## src/rtl/vmad_pkg.sv

```systemverilog
package vmad_pkg;
  localparam int LANE_IDX_W = 2;

  typedef enum logic [1:0] {
    HK_LOW  = 2'd0,
    HK_HIGH = 2'd1,
    HK_WIDE = 2'd2,
    HK_RSVD = 2'd3
  } half_kind_e;

  typedef enum logic [1:0] {
    SH_OFF   = 2'd0,
    SH_SEVEN = 2'd1,
    SH_FIFTN = 2'd2,
    SH_OFF2  = 2'd3
  } shift_e;

  typedef struct packed {
    logic                  half_mode;
    half_kind_e            kind;
    logic [LANE_IDX_W-1:0] byte_idx;
    logic                  is_signed;
  } lane_sel_t;
endpackage

```

## src/rtl/vmad_lane_pick.sv

```systemverilog
module vmad_lane_pick
  import vmad_pkg::*;
#(
  parameter int DATA_W = 32,
  parameter int LANE_W = 8,
  parameter int HALF_W = 16
) (
  input  logic [DATA_W-1:0] word,
  input  lane_sel_t         sel,
  output logic [DATA_W-1:0] value,
  output logic              bad
);
  localparam int BYTE_PAD = DATA_W - LANE_W;
  localparam int HALF_PAD = DATA_W - HALF_W;

  logic [LANE_W-1:0] byte_lane;
  logic [HALF_W-1:0] half_lane;

  always_comb begin
    byte_lane = word[sel.byte_idx*LANE_W +: LANE_W];
    half_lane = (sel.kind == HK_HIGH) ? word[HALF_W +: HALF_W] : word[0 +: HALF_W];
    bad       = 1'b0;
    if (!sel.half_mode) begin
      value = {{BYTE_PAD{sel.is_signed & byte_lane[LANE_W-1]}}, byte_lane};
    end else if (sel.kind == HK_LOW || sel.kind == HK_HIGH) begin
      value = {{HALF_PAD{sel.is_signed & half_lane[HALF_W-1]}}, half_lane};
    end else begin
      value = '0;
      bad   = 1'b1;
    end
  end
endmodule

```

## src/rtl/vmad_mac.sv

```systemverilog
module vmad_mac
  import vmad_pkg::*;
#(
  parameter int DATA_W  = 32,
  parameter int SHIFT_A = 7,
  parameter int SHIFT_B = 15
) (
  input  logic [DATA_W-1:0] op_a,
  input  logic [DATA_W-1:0] op_b,
  input  logic [DATA_W-1:0] op_c,
  input  shift_e            shift_sel,
  input  logic              signed_op,
  output logic [DATA_W-1:0] result
);
  logic [DATA_W-1:0] prod;
  logic [DATA_W-1:0] sum;
  logic [DATA_W-1:0] shr_a;
  logic [DATA_W-1:0] shr_b;

  always_comb begin
    prod = op_a * op_b;
    sum  = prod + op_c;
    if (signed_op) begin
      shr_a = DATA_W'($signed(sum) >>> SHIFT_A);
      shr_b = DATA_W'($signed(sum) >>> SHIFT_B);
    end else begin
      shr_a = sum >> SHIFT_A;
      shr_b = sum >> SHIFT_B;
    end
    unique case (shift_sel)
      SH_SEVEN: result = shr_a;
      SH_FIFTN: result = shr_b;
      default:  result = sum;
    endcase
  end
endmodule

```

## src/rtl/vmad_unit.sv

```systemverilog
module vmad_unit
  import vmad_pkg::*;
#(
  parameter int DATA_W  = 32,
  parameter int IMM_W   = 16,
  parameter int LANE_W  = 8,
  parameter int SHIFT_A = 7,
  parameter int SHIFT_B = 15
) (
  input  logic              clk,
  input  logic              rst_n,
  input  logic              in_valid,
  input  logic [DATA_W-1:0] a_word,
  input  logic              a_half_mode,
  input  logic [1:0]        a_half_kind,
  input  logic [1:0]        a_byte_idx,
  input  logic              a_signed,
  input  logic              b_from_reg,
  input  logic [DATA_W-1:0] b_word,
  input  logic [IMM_W-1:0]  b_imm,
  input  logic              b_half_mode,
  input  logic [1:0]        b_half_kind,
  input  logic [1:0]        b_byte_idx,
  input  logic              b_signed,
  input  logic [DATA_W-1:0] c_word,
  input  logic [1:0]        shift_ctl,
  input  logic              flags_en,
  output logic              out_valid,
  output logic [DATA_W-1:0] out_result,
  output logic              out_flags_we,
  output logic              out_zero,
  output logic              out_neg,
  output logic              out_err
);
  localparam int N_SRC  = 2;
  localparam int HALF_W = DATA_W / 2;
  localparam int IMM_PAD = DATA_W - IMM_W;

  logic [DATA_W-1:0] src_word [N_SRC];
  lane_sel_t         src_sel  [N_SRC];
  logic [DATA_W-1:0] src_val  [N_SRC];
  logic              src_bad  [N_SRC];

  always_comb begin
    src_word[0] = a_word;
    src_word[1] = b_word;
    src_sel[0]  = '{half_mode: a_half_mode, kind: half_kind_e'(a_half_kind),
                    byte_idx: a_byte_idx, is_signed: a_signed};
    src_sel[1]  = '{half_mode: b_half_mode, kind: half_kind_e'(b_half_kind),
                    byte_idx: b_byte_idx, is_signed: b_signed};
  end

  for (genvar g = 0; g < N_SRC; g++) begin : g_pick
    vmad_lane_pick #(.DATA_W(DATA_W), .LANE_W(LANE_W), .HALF_W(HALF_W)) pick_i (
      .word  (src_word[g]),
      .sel   (src_sel[g]),
      .value (src_val[g]),
      .bad   (src_bad[g])
    );
  end

  logic [DATA_W-1:0] b_operand;
  logic              err_d;
  logic [DATA_W-1:0] mac_res;

  always_comb begin
    if (b_from_reg) begin
      b_operand = src_val[1];
    end else begin
      b_operand = {{IMM_PAD{b_signed & b_imm[IMM_W-1]}}, b_imm};
    end
    err_d = src_bad[0] | (b_from_reg & src_bad[1]);
  end

  vmad_mac #(.DATA_W(DATA_W), .SHIFT_A(SHIFT_A), .SHIFT_B(SHIFT_B)) mac_i (
    .op_a      (src_val[0]),
    .op_b      (b_operand),
    .op_c      (c_word),
    .shift_sel (shift_e'(shift_ctl)),
    .signed_op (a_signed | b_signed),
    .result    (mac_res)
  );

  // next-state logic
  logic              data_en;
  logic              flag_en;
  logic              valid_d;
  logic              fwe_d;
  logic [DATA_W-1:0] res_d;
  logic              errq_d;
  logic              zero_d;
  logic              neg_d;

  always_comb begin
    data_en = in_valid;
    flag_en = in_valid & flags_en;
    valid_d = in_valid;
    fwe_d   = flag_en;
    res_d   = data_en ? mac_res : out_result;
    errq_d  = data_en ? err_d : out_err;
    zero_d  = flag_en ? (mac_res == '0) : out_zero;
    neg_d   = flag_en ? mac_res[DATA_W-1] : out_neg;
  end

  // registers
  always_ff @(posedge clk or negedge rst_n) begin
    if (!rst_n) begin
      out_valid    <= 1'b0;
      out_flags_we <= 1'b0;
      out_result   <= '0;
      out_err      <= 1'b0;
      out_zero     <= 1'b0;
      out_neg      <= 1'b0;
    end else begin
      out_valid    <= valid_d;
      out_flags_we <= fwe_d;
      out_result   <= res_d;
      out_err      <= errq_d;
      out_zero     <= zero_d;
      out_neg      <= neg_d;
    end
  end
endmodule

```

## config.mk

```make
export PLATFORM = sky130hd
export DESIGN_NAME = vmad_unit
export DESIGN_NICKNAME = d
export VERILOG_FILES = /design/src/rtl/vmad_pkg.sv /design/src/rtl/vmad_lane_pick.sv /design/src/rtl/vmad_mac.sv /design/src/rtl/vmad_unit.sv
export SDC_FILE = /design/constraint.sdc
export NUM_CORES = 1
export LEC_CHECK = 0
export ABC_AREA = 1
export BUFFER_PORTS_ARGS = -buffer_cell sky130_fd_sc_hd__buf_4
export CAP_MARGIN = 5
export CORE_ASPECT_RATIO = 0.8
export CORE_MARGIN = 4
export CORE_UTILIZATION = 46
export DETAILED_ROUTE_END_ITERATION = 10
export GPL_TIMING_DRIVEN = 1
export SLEW_MARGIN = 20
export SYNTH_ARGS = -nofsm -noshare
export SYNTH_HDL_FRONTEND = slang
export SYNTH_SLANG_ARGS = --single-unit
```

## constraint.sdc

```tcl
create_clock -name clk -period 0.9 [get_ports clk]
set_clock_uncertainty 0.1 [all_clocks]
set_input_delay 0.135 -clock clk [delete_from_list [all_inputs] [get_ports clk]]
set_output_delay 0.135 -clock clk [all_outputs]
set_load 0.02 [all_outputs]
```

==> results of run 1 <==
[layout by cell type, fill, tap and decap left out, types with 7 or more instances in the layout]
| master | count |
|---|---|
| sky130_fd_sc_hd__buf_4 | 534 |
| sky130_fd_sc_hd__inv_4 | 10 |
| sky130_fd_sc_hd__nor2_2 | 24 |
| sky130_fd_sc_hd__o21ai_0 | 43 |
| sky130_fd_sc_hd__buf_6 | 88 |
| sky130_fd_sc_hd__inv_1 | 632 |
| sky130_fd_sc_hd__fa_2 | 26 |
| sky130_fd_sc_hd__xor2_1 | 18 |
| sky130_fd_sc_hd__nand3_1 | 62 |
| sky130_fd_sc_hd__buf_12 | 25 |
| sky130_fd_sc_hd__nand2_4 | 26 |
| sky130_fd_sc_hd__xnor2_1 | 15 |
| sky130_fd_sc_hd__a21oi_2 | 31 |
| sky130_fd_sc_hd__ha_4 | 29 |
| sky130_fd_sc_hd__o21ai_1 | 27 |
| sky130_fd_sc_hd__fa_1 | 355 |
| sky130_fd_sc_hd__o211ai_1 | 12 |
| sky130_fd_sc_hd__nand3_2 | 21 |
| sky130_fd_sc_hd__nand4_1 | 14 |
| sky130_fd_sc_hd__a21oi_1 | 44 |
| sky130_fd_sc_hd__dfrtp_1 | 37 |
| sky130_fd_sc_hd__nor2_4 | 20 |
| sky130_fd_sc_hd__ha_1 | 100 |
| sky130_fd_sc_hd__nand2_2 | 56 |
| sky130_fd_sc_hd__a21oi_4 | 18 |
| sky130_fd_sc_hd__clkbuf_16 | 11 |
| sky130_fd_sc_hd__or2_2 | 14 |
| sky130_fd_sc_hd__a31oi_1 | 7 |
| sky130_fd_sc_hd__o21ai_2 | 26 |
| sky130_fd_sc_hd__nand2_1 | 382 |
| sky130_fd_sc_hd__a21o_1 | 7 |
| sky130_fd_sc_hd__nor2_1 | 176 |
| sky130_fd_sc_hd__inv_2 | 52 |
[state kept, by name (all words and copies together), names as in the netlist]
name          cells
out_result       32
out_zero          1
out_flags_we      1
out_neg           1
out_valid         1
out_err           1
[worst register-to-register path: cells and delay by family, from the launching register on]
family | cells | cell delay [ns]
AO/OA/AOI/OAI | 1 | 0.05
flip-flops | 1 | 0.40
AND/OR/NAND/NOR | 1 | 0.08
buffers and inverters | 1 | 0.15
[cell type report]
class | count | area (um2)
clock buffers | 5 | 125
repair buffers | 659 | 5740
fillers | 3250 | 12200
clock inverters | 3 | 21.3
inverters | 707 | 2730
flip-flops and latches | 37 | 926
well taps | 528 | 661
multi-input cells | 1619 | 16300
[metrics by stage]
step           setup WS, ns  cells
6_report              -6.98   3558
5_1_grt               -7.28   3558
4_1_cts               -6.88   3500
3_5_place_dp          -7.49   3474
3_3_place_gp          -7.40   3474
2_1_floorplan         -6.72   2421
[cells by family (layout without fill, tap and decap cells)]
group	after synthesis	count (layout)	share of synthesized area
fa+ha+maj	514	514	0.509
compound gates	235	235	0.0708
buf+inv	765	1374	0.158
mux	6	6	0.00329
flops	37	37	0.0507
simple gates	822	822	0.186
xor+xnor	42	42	0.0218
[what timing repair did]
action                     4_1_cts  5_1_grt
setup buffers                   16       60
setup endpoints to repair       72       72
hold buffers                     1        0
pin swaps                       36      176
hold endpoints to repair        37        0
resized for setup              179      372
gates cloned                     1        3
[worst max-delay path by stage]
stage / start / endpoint / cells after the start
floorplan: b_half_kind[0] / out_zero / 43
global placement: a_half_mode / out_zero / 34
detailed placement: b_byte_idx[0] / out_zero / 41
CTS: a_byte_idx[0] / out_zero / 46
global route: a_half_mode / out_zero / 46
finish: b_half_kind[0] / out_zero / 41
[per-layer routing]
layer,vias up,part of all wire
li1,8303,-
met2,676,0.43
met3,66,0.094
met5,-,0
met1,8779,0.46
met4,0,0.018
==> flow_summary.json, run 1 <==
{
  "drcViolationCount": 0,
  "postLayoutCellArea_um2": 26500,
  "r2r_cells": 3,
  "slew-limit-headroom": 0.676,
  "hold_path_class": "in -> reg",
  "cts_inserted_buffers": 5,
  "die_area_um2": 42900,
  "drt_iter0_drc": 1413,
  "hold_path_end": "out_valid",
  "post-route-period-util": 8.75,
  "final_util": 0.685,
  "postRouteAntennaNets": 0,
  "design.portCount": 168,
  "synth_nets": 3066,
  "detailedRoute.firstPassIterationCount": 6,
  "wire_per_inst_um": 18.2,
  "detailed_place_hpwl_um": 55100,
  "global_route_wire_length_before_repair_um": 101000,
  "floorplan.initialDensity": 0.472,
  "post_synth_most_frequent_cells": "sky130_fd_sc_hd__inv_1 (688), sky130_fd_sc_hd__nand2_1 (458), sky130_fd_sc_hd__fa_1 (381), sky130_fd_sc_hd__nor2_1 (219), sky130_fd_sc_hd__ha_1 (133)",
  "netlist_instances": 2421,
  "tritoncts_num_sinks": 37,
  "synth_ff_type": "sky130_fd_sc_hd__dfrtp_1",
  "critical_path_peak_fanout": 8,
  "cp_top_family": "adder cells",
  "syn_area_um2": 18300,
  "synth_largest_type_area_fraction": 0.418,
  "gp_routability_congestion": 0.995,
  "synth-async-reset-ratio": 1.00,
  "setup_viol_count_final": 71,
  "placement.cell_area_um2": 23600,
  "largest_net_degree_at_the_start_of_global_routing": 41,
  "number_of_global_route_vias_before_repair": 18400,
  "startpoint_of_the_worst_slack_reg_to_reg_timing_path": "out_result[30]",
  "number_of_placement_rows": 64,
  "worst_path_most_repeated_cell": "sky130_fd_sc_hd__fa_1",
  "grt_antenna_before_repair": 0,
  "critPathKind": "in -> reg",
  "synth_enable_flop_cells": 0,
  "max_slew.worst_pin.slew_ns": 0.486,
  "grt_util_met2": 0.445,
  "antenna-diode-count": 0,
  "fraction_of_final_layout_cells_sized_beyond_drive_strength_1": 0.356,
  "ys_seq_area_frac": 0.0507,
  "post-route-worst-setup-slack_ns": -6.98,
  "htreeDepth": 2,
  "synth_cell_type_count": 44,
  "worst-r2r-setup-slack_ns": 0.01,
  "final_setup_tns_ns": -228.57,
  "cts.reportedPaths.clkPinSlew_ns": 0.06,
  "synth_area_leaders": "sky130_fd_sc_hd__fa_1 (42%), sky130_fd_sc_hd__inv_1 (14%), sky130_fd_sc_hd__nand2_1 (9.4%)",
  "cp_data_arrival_time_ns": 7.95,
  "timing.rr.end": "out_result[30]",
  "clk-insertion-delay-late_ns": 0.28,
  "num_vias": 17800,
  "tritoncts": "done",
  "timing_hold_violations_final": 0,
  "nets": 3674,
  "ctsRootBufferMaster": "sky130_fd_sc_hd__clkbuf_16",
  "crit_path_top_delay_cell": "sky130_fd_sc_hd__fa_2",
  "floorplan.die.width_um": 231,
  "hold_path_startpoint": "in_valid",
  "ys_warn_count": 0,
  "groute.usage.overall": 0.300,
  "synth.most_common_cell": "sky130_fd_sc_hd__inv_1",
  "fp.dieH_um": 186,
  "globalRouteMet1Util": 0.464,
  "startpoint_type": "primary input",
  "timing.hold.ws_ns": 0.114,
  "clk_path_buf_depth": 2,
  "critical_path.endpoint_type": "register",
  "drv_slew": 0,
  "port_buffers": 167,
  "synth_top_cell_by_area": "sky130_fd_sc_hd__fa_1",
  "cap_viol_max_count": 0,
  "worst_hold_path.num_cells": 2,
  "routed_vias_inst": 5.01,
  "synth_seq_cells": 37,
  "core_area_um2": 38700,
  "busiest_layer": "met1",
  "routed_wl_um": 64900,
  "critical_path_buf_inv_count": 14,
  "avg_cell_area_syn_um2": 7.54,
  "status": "finished with violations",
  "final.min_clock_period_ns": 7.88,
  "grt-ovfl-total": 0,
  "failed_checks": "negative setup slack",
  "use_met3": 0.0688,
  "fmax_mhz": 127,
  "critPathMaxStageDelay_ns": 0.65,
  "timing.critical_path.required_ns": 0.98,
  "rsz0062_at_grt": "yes",
  "area.growth.synth_to_final_pct": 45.2
}
Power of run 1 is not shown: default switching activity piles up to over one toggle a cycle in this logic, so the estimate is an artifact.
==> run 2: changes to the inputs <==
Settings changed: SYNTH_HIERARCHICAL from default to 1.
==> flow_summary.json, run 2 <==
{
  "status": "finished with violations",
  "failed_checks": "negative setup slack",
  "routed_wl_um": 70500,
  "syn_area_um2": 22100,
  "global_route_wire_length_before_repair_um": 113000,
  "ctsRootBufferMaster": "sky130_fd_sc_hd__clkbuf_16",
  "synth_enable_flop_cells": 0,
  "critical_path_peak_fanout": 7,
  "hold_path_class": "in -> reg",
  "clk_path_buf_depth": 2,
  "number_of_global_route_vias_before_repair": 21800,
  "drt_iter0_drc": 1480,
  "clk-insertion-delay-late_ns": 0.28,
  "cts_inserted_buffers": 5,
  "synth_largest_type_area_fraction": 0.397,
  "cp_data_arrival_time_ns": 7.80,
  "worst_path_most_repeated_cell": "sky130_fd_sc_hd__fa_1",
  "setup_crit_start": "a_word[31]",
  "drcViolationCount": 0,
  "fraction_of_final_layout_cells_sized_beyond_drive_strength_1": 0.311,
  "synth_seq_cells": 37,
  "termination_of_the_worst_setup_path": "out_zero",
  "max_slew.worst_pin.slew_ns": 0.468,
  "final.min_clock_period_ns": 7.70,
  "timing.rr.end": "out_result[29]",
  "postRouteAntennaNets": 0,
  "cts.reportedPaths.clkPinSlew_ns": 0.06,
  "avg_cell_area_syn_um2": 7.05,
  "timing.critical_path.required_ns": 1.00,
  "ys_warn_count": 6,
  "yosys.area_share.simple": 0.216,
  "detailedRoute.firstPassIterationCount": 6,
  "most_flops_register": "out_result",
  "synth_cell_type_count": 45,
  "synth_adder_area_share": 0.468,
  "floorplan.initialDensity": 0.467,
  "synth.area.mux_share": 0.0122,
  "crit_path_top_delay_cell": "sky130_fd_sc_hd__fa_1",
  "slew-limit-headroom": 0.688,
  "synth_top_family_by_area": "adder cells",
  "core_area_um2": 47300,
  "startpoint_of_the_worst_slack_reg_to_reg_timing_path": "out_result[29]",
  "htreeDepth": 2,
  "routed_vias_inst": 4.90,
  "r2r_cells": 2,
  "gp_routability_congestion": 0.920,
  "drv_slew": 0,
  "area.growth.synth_to_final_pct": 37.7,
  "post_synth_most_frequent_cells": "sky130_fd_sc_hd__nand2_1 (974), sky130_fd_sc_hd__inv_1 (954), sky130_fd_sc_hd__fa_1 (438), sky130_fd_sc_hd__ha_1 (126), sky130_fd_sc_hd__nor2_1 (85)",
  "synth_area_leaders": "sky130_fd_sc_hd__fa_1 (40%), sky130_fd_sc_hd__nand2_1 (17%), sky130_fd_sc_hd__inv_1 (16%)",
  "synth_ff_type": "sky130_fd_sc_hd__dfrtp_1",
  "critPathMaxStageDelay_ns": 0.57,
  "critical_path.endpoint_type": "register",
  "number_of_placement_rows": 71,
  "cap_viol_max_count": 0,
  "tritoncts_num_sinks": 37,
  "post-route-period-util": 8.56,
  "grt_antenna_before_repair": 0,
  "rsz0062_at_grt": "yes",
  "layout.cells.most_common_list": "sky130_fd_sc_hd__nand2_1 (856), sky130_fd_sc_hd__inv_1 (855), sky130_fd_sc_hd__buf_4 (495)",
  "synth_xor_xnor_area_share": 0.0123,
  "critPathKind": "in -> reg",
  "timing_hold_violations_final": 0,
  "synth.most_common_cell": "sky130_fd_sc_hd__nand2_1",
  "ys_seq_area_frac": 0.0419,
  "die_area_um2": 51600,
  "post-route-worst-setup-slack_ns": -6.80,
  "design.portCount": 168,
  "grt-ovfl-total": 0,
  "startpoint_type": "primary input",
  "synth_top_cell_by_area": "sky130_fd_sc_hd__fa_1",
  "netlist_instances": 3134,
  "worst-r2r-setup-slack_ns": -0.14,
  "layout.cells.most_common": "sky130_fd_sc_hd__nand2_1",
  "nets": 4326,
  "timing.hold.ws_ns": 0.0553,
  "synth_nets": 3829,
  "flip_flop_count_of_the_largest_register_all_copies_and_words_added": 32,
  "setup_viol_count_final": 71,
  "fmax_mhz": 130,
  "tritoncts": "done",
  "wire_per_inst_um": 16.6,
  "num_vias": 20800,
  "fp.dieH_um": 204,
  "synth_compound_area_frac": 0.0461,
  "antenna-diode-count": 0,
  "port_buffers": 167,
  "synth-async-reset-ratio": 1.00,
  "largest_net_degree_at_the_start_of_global_routing": 38,
  "floorplan.die.width_um": 253,
  "groute.usage.overall": 0.274,
  "detailed_place_hpwl_um": 58100
}
run 2: cell types whose count changed in the layout (fill, tap and decap cells not counted), moves of 15 or more:
cell / previous run / this run
sky130_fd_sc_hd__a21oi_1: 44 / 6
sky130_fd_sc_hd__nand2_1: 382 / 856
sky130_fd_sc_hd__inv_1: 632 / 855
sky130_fd_sc_hd__mux2_4: 0 / 15
sky130_fd_sc_hd__fa_1: 355 / 405
sky130_fd_sc_hd__inv_2: 52 / 97
sky130_fd_sc_hd__o211ai_1: 12 / 44
sky130_fd_sc_hd__o21ai_0: 43 / 3
sky130_fd_sc_hd__nand2_4: 26 / 41
sky130_fd_sc_hd__buf_12: 25 / 59
sky130_fd_sc_hd__nor2_1: 176 / 67
sky130_fd_sc_hd__buf_4: 534 / 495
sky130_fd_sc_hd__nand2_2: 56 / 87
run 2: worst min path at each step:
stage             start              to  cells past startpoint  slack [ns]
2_1_floorplan     rst_n         out_err                      0       -0.26
3_3_place_gp      rst_n  out_result[13]                      1        0.02
3_5_place_dp      rst_n   out_result[8]                      1        0.02
4_1_cts        flags_en         out_neg                      3        0.04
5_1_grt        flags_en         out_neg                      3        0.06
6_report       flags_en         out_neg                      3        0.06
run 2: layout make-up:
| class | count | area (um2) |
|---|---|---|
| clock buffers | 5 | 125 |
| flip-flops and latches | 37 | 926 |
| repair buffers | 657 | 6200 |
| multi-input cells | 1967 | 18700 |
| well taps | 620 | 776 |
| fillers | 4076 | 16800 |
| inverters | 963 | 3640 |
| clock inverters | 3 | 21.3 |
run 2: metal layers:
layer / vias to the layer above / track usage / wire, um
met5: - / 0 / 0
met4: 0 / 0.0433 / 1300
met3: 85 / 0.0337 / 4930
met2: 745 / 0.436 / 32100
met1: 10200 / 0.412 / 32200
li1: 9805 / - / -
run 2: what timing repair did:
action	CTS	global route
pin swaps	114	146
hold buffers	2	0
gates cloned	6	3
gates resized for setup	326	222
buffers inserted	62	40
hold endpoints to repair	38	0
setup endpoints to repair	72	72
run 2: kinds of logic (layout without fill, tap and decap cells):
logic type | count (synthesis) | after routing
compound gates | 163 | 163
xor+xnor | 31 | 31
fa+ha+maj | 564 | 564
mux | 24 | 24
simple gates | 1184 | 1185
buf+inv | 1131 | 1628
flops | 37 | 37
run 2: per-stage QoR:
| stage | area, um2 | util | setup TNS (ns) | std cells | setup WS, ns |
|---|---|---|---|---|---|
| finish | 30400 | 0.644 | -227.60 | 4252 | -6.80 |
| floorplan | 23000 | - | -207.14 | 3134 | -6.51 |
| CTS | 29400 | 0.622 | -226.98 | 4218 | -6.70 |
| global route | 30400 | 0.644 | -237.20 | 4252 | -7.11 |
| global placement | 27300 | 0.579 | -234.52 | 4148 | -7.15 |
| detailed placement | 27300 | 0.579 | -235.73 | 4148 | -7.17 |
run 2: worst max-delay path, delay by kind of cell:
kind | cells | cell delay, ns
fa+ha+maj | 9 | 4.33
compound gates | 5 | 0.75
simple gates | 17 | 1.43
buf+inv | 14 | 1.13
Power of run 2 is left out for the same reason.
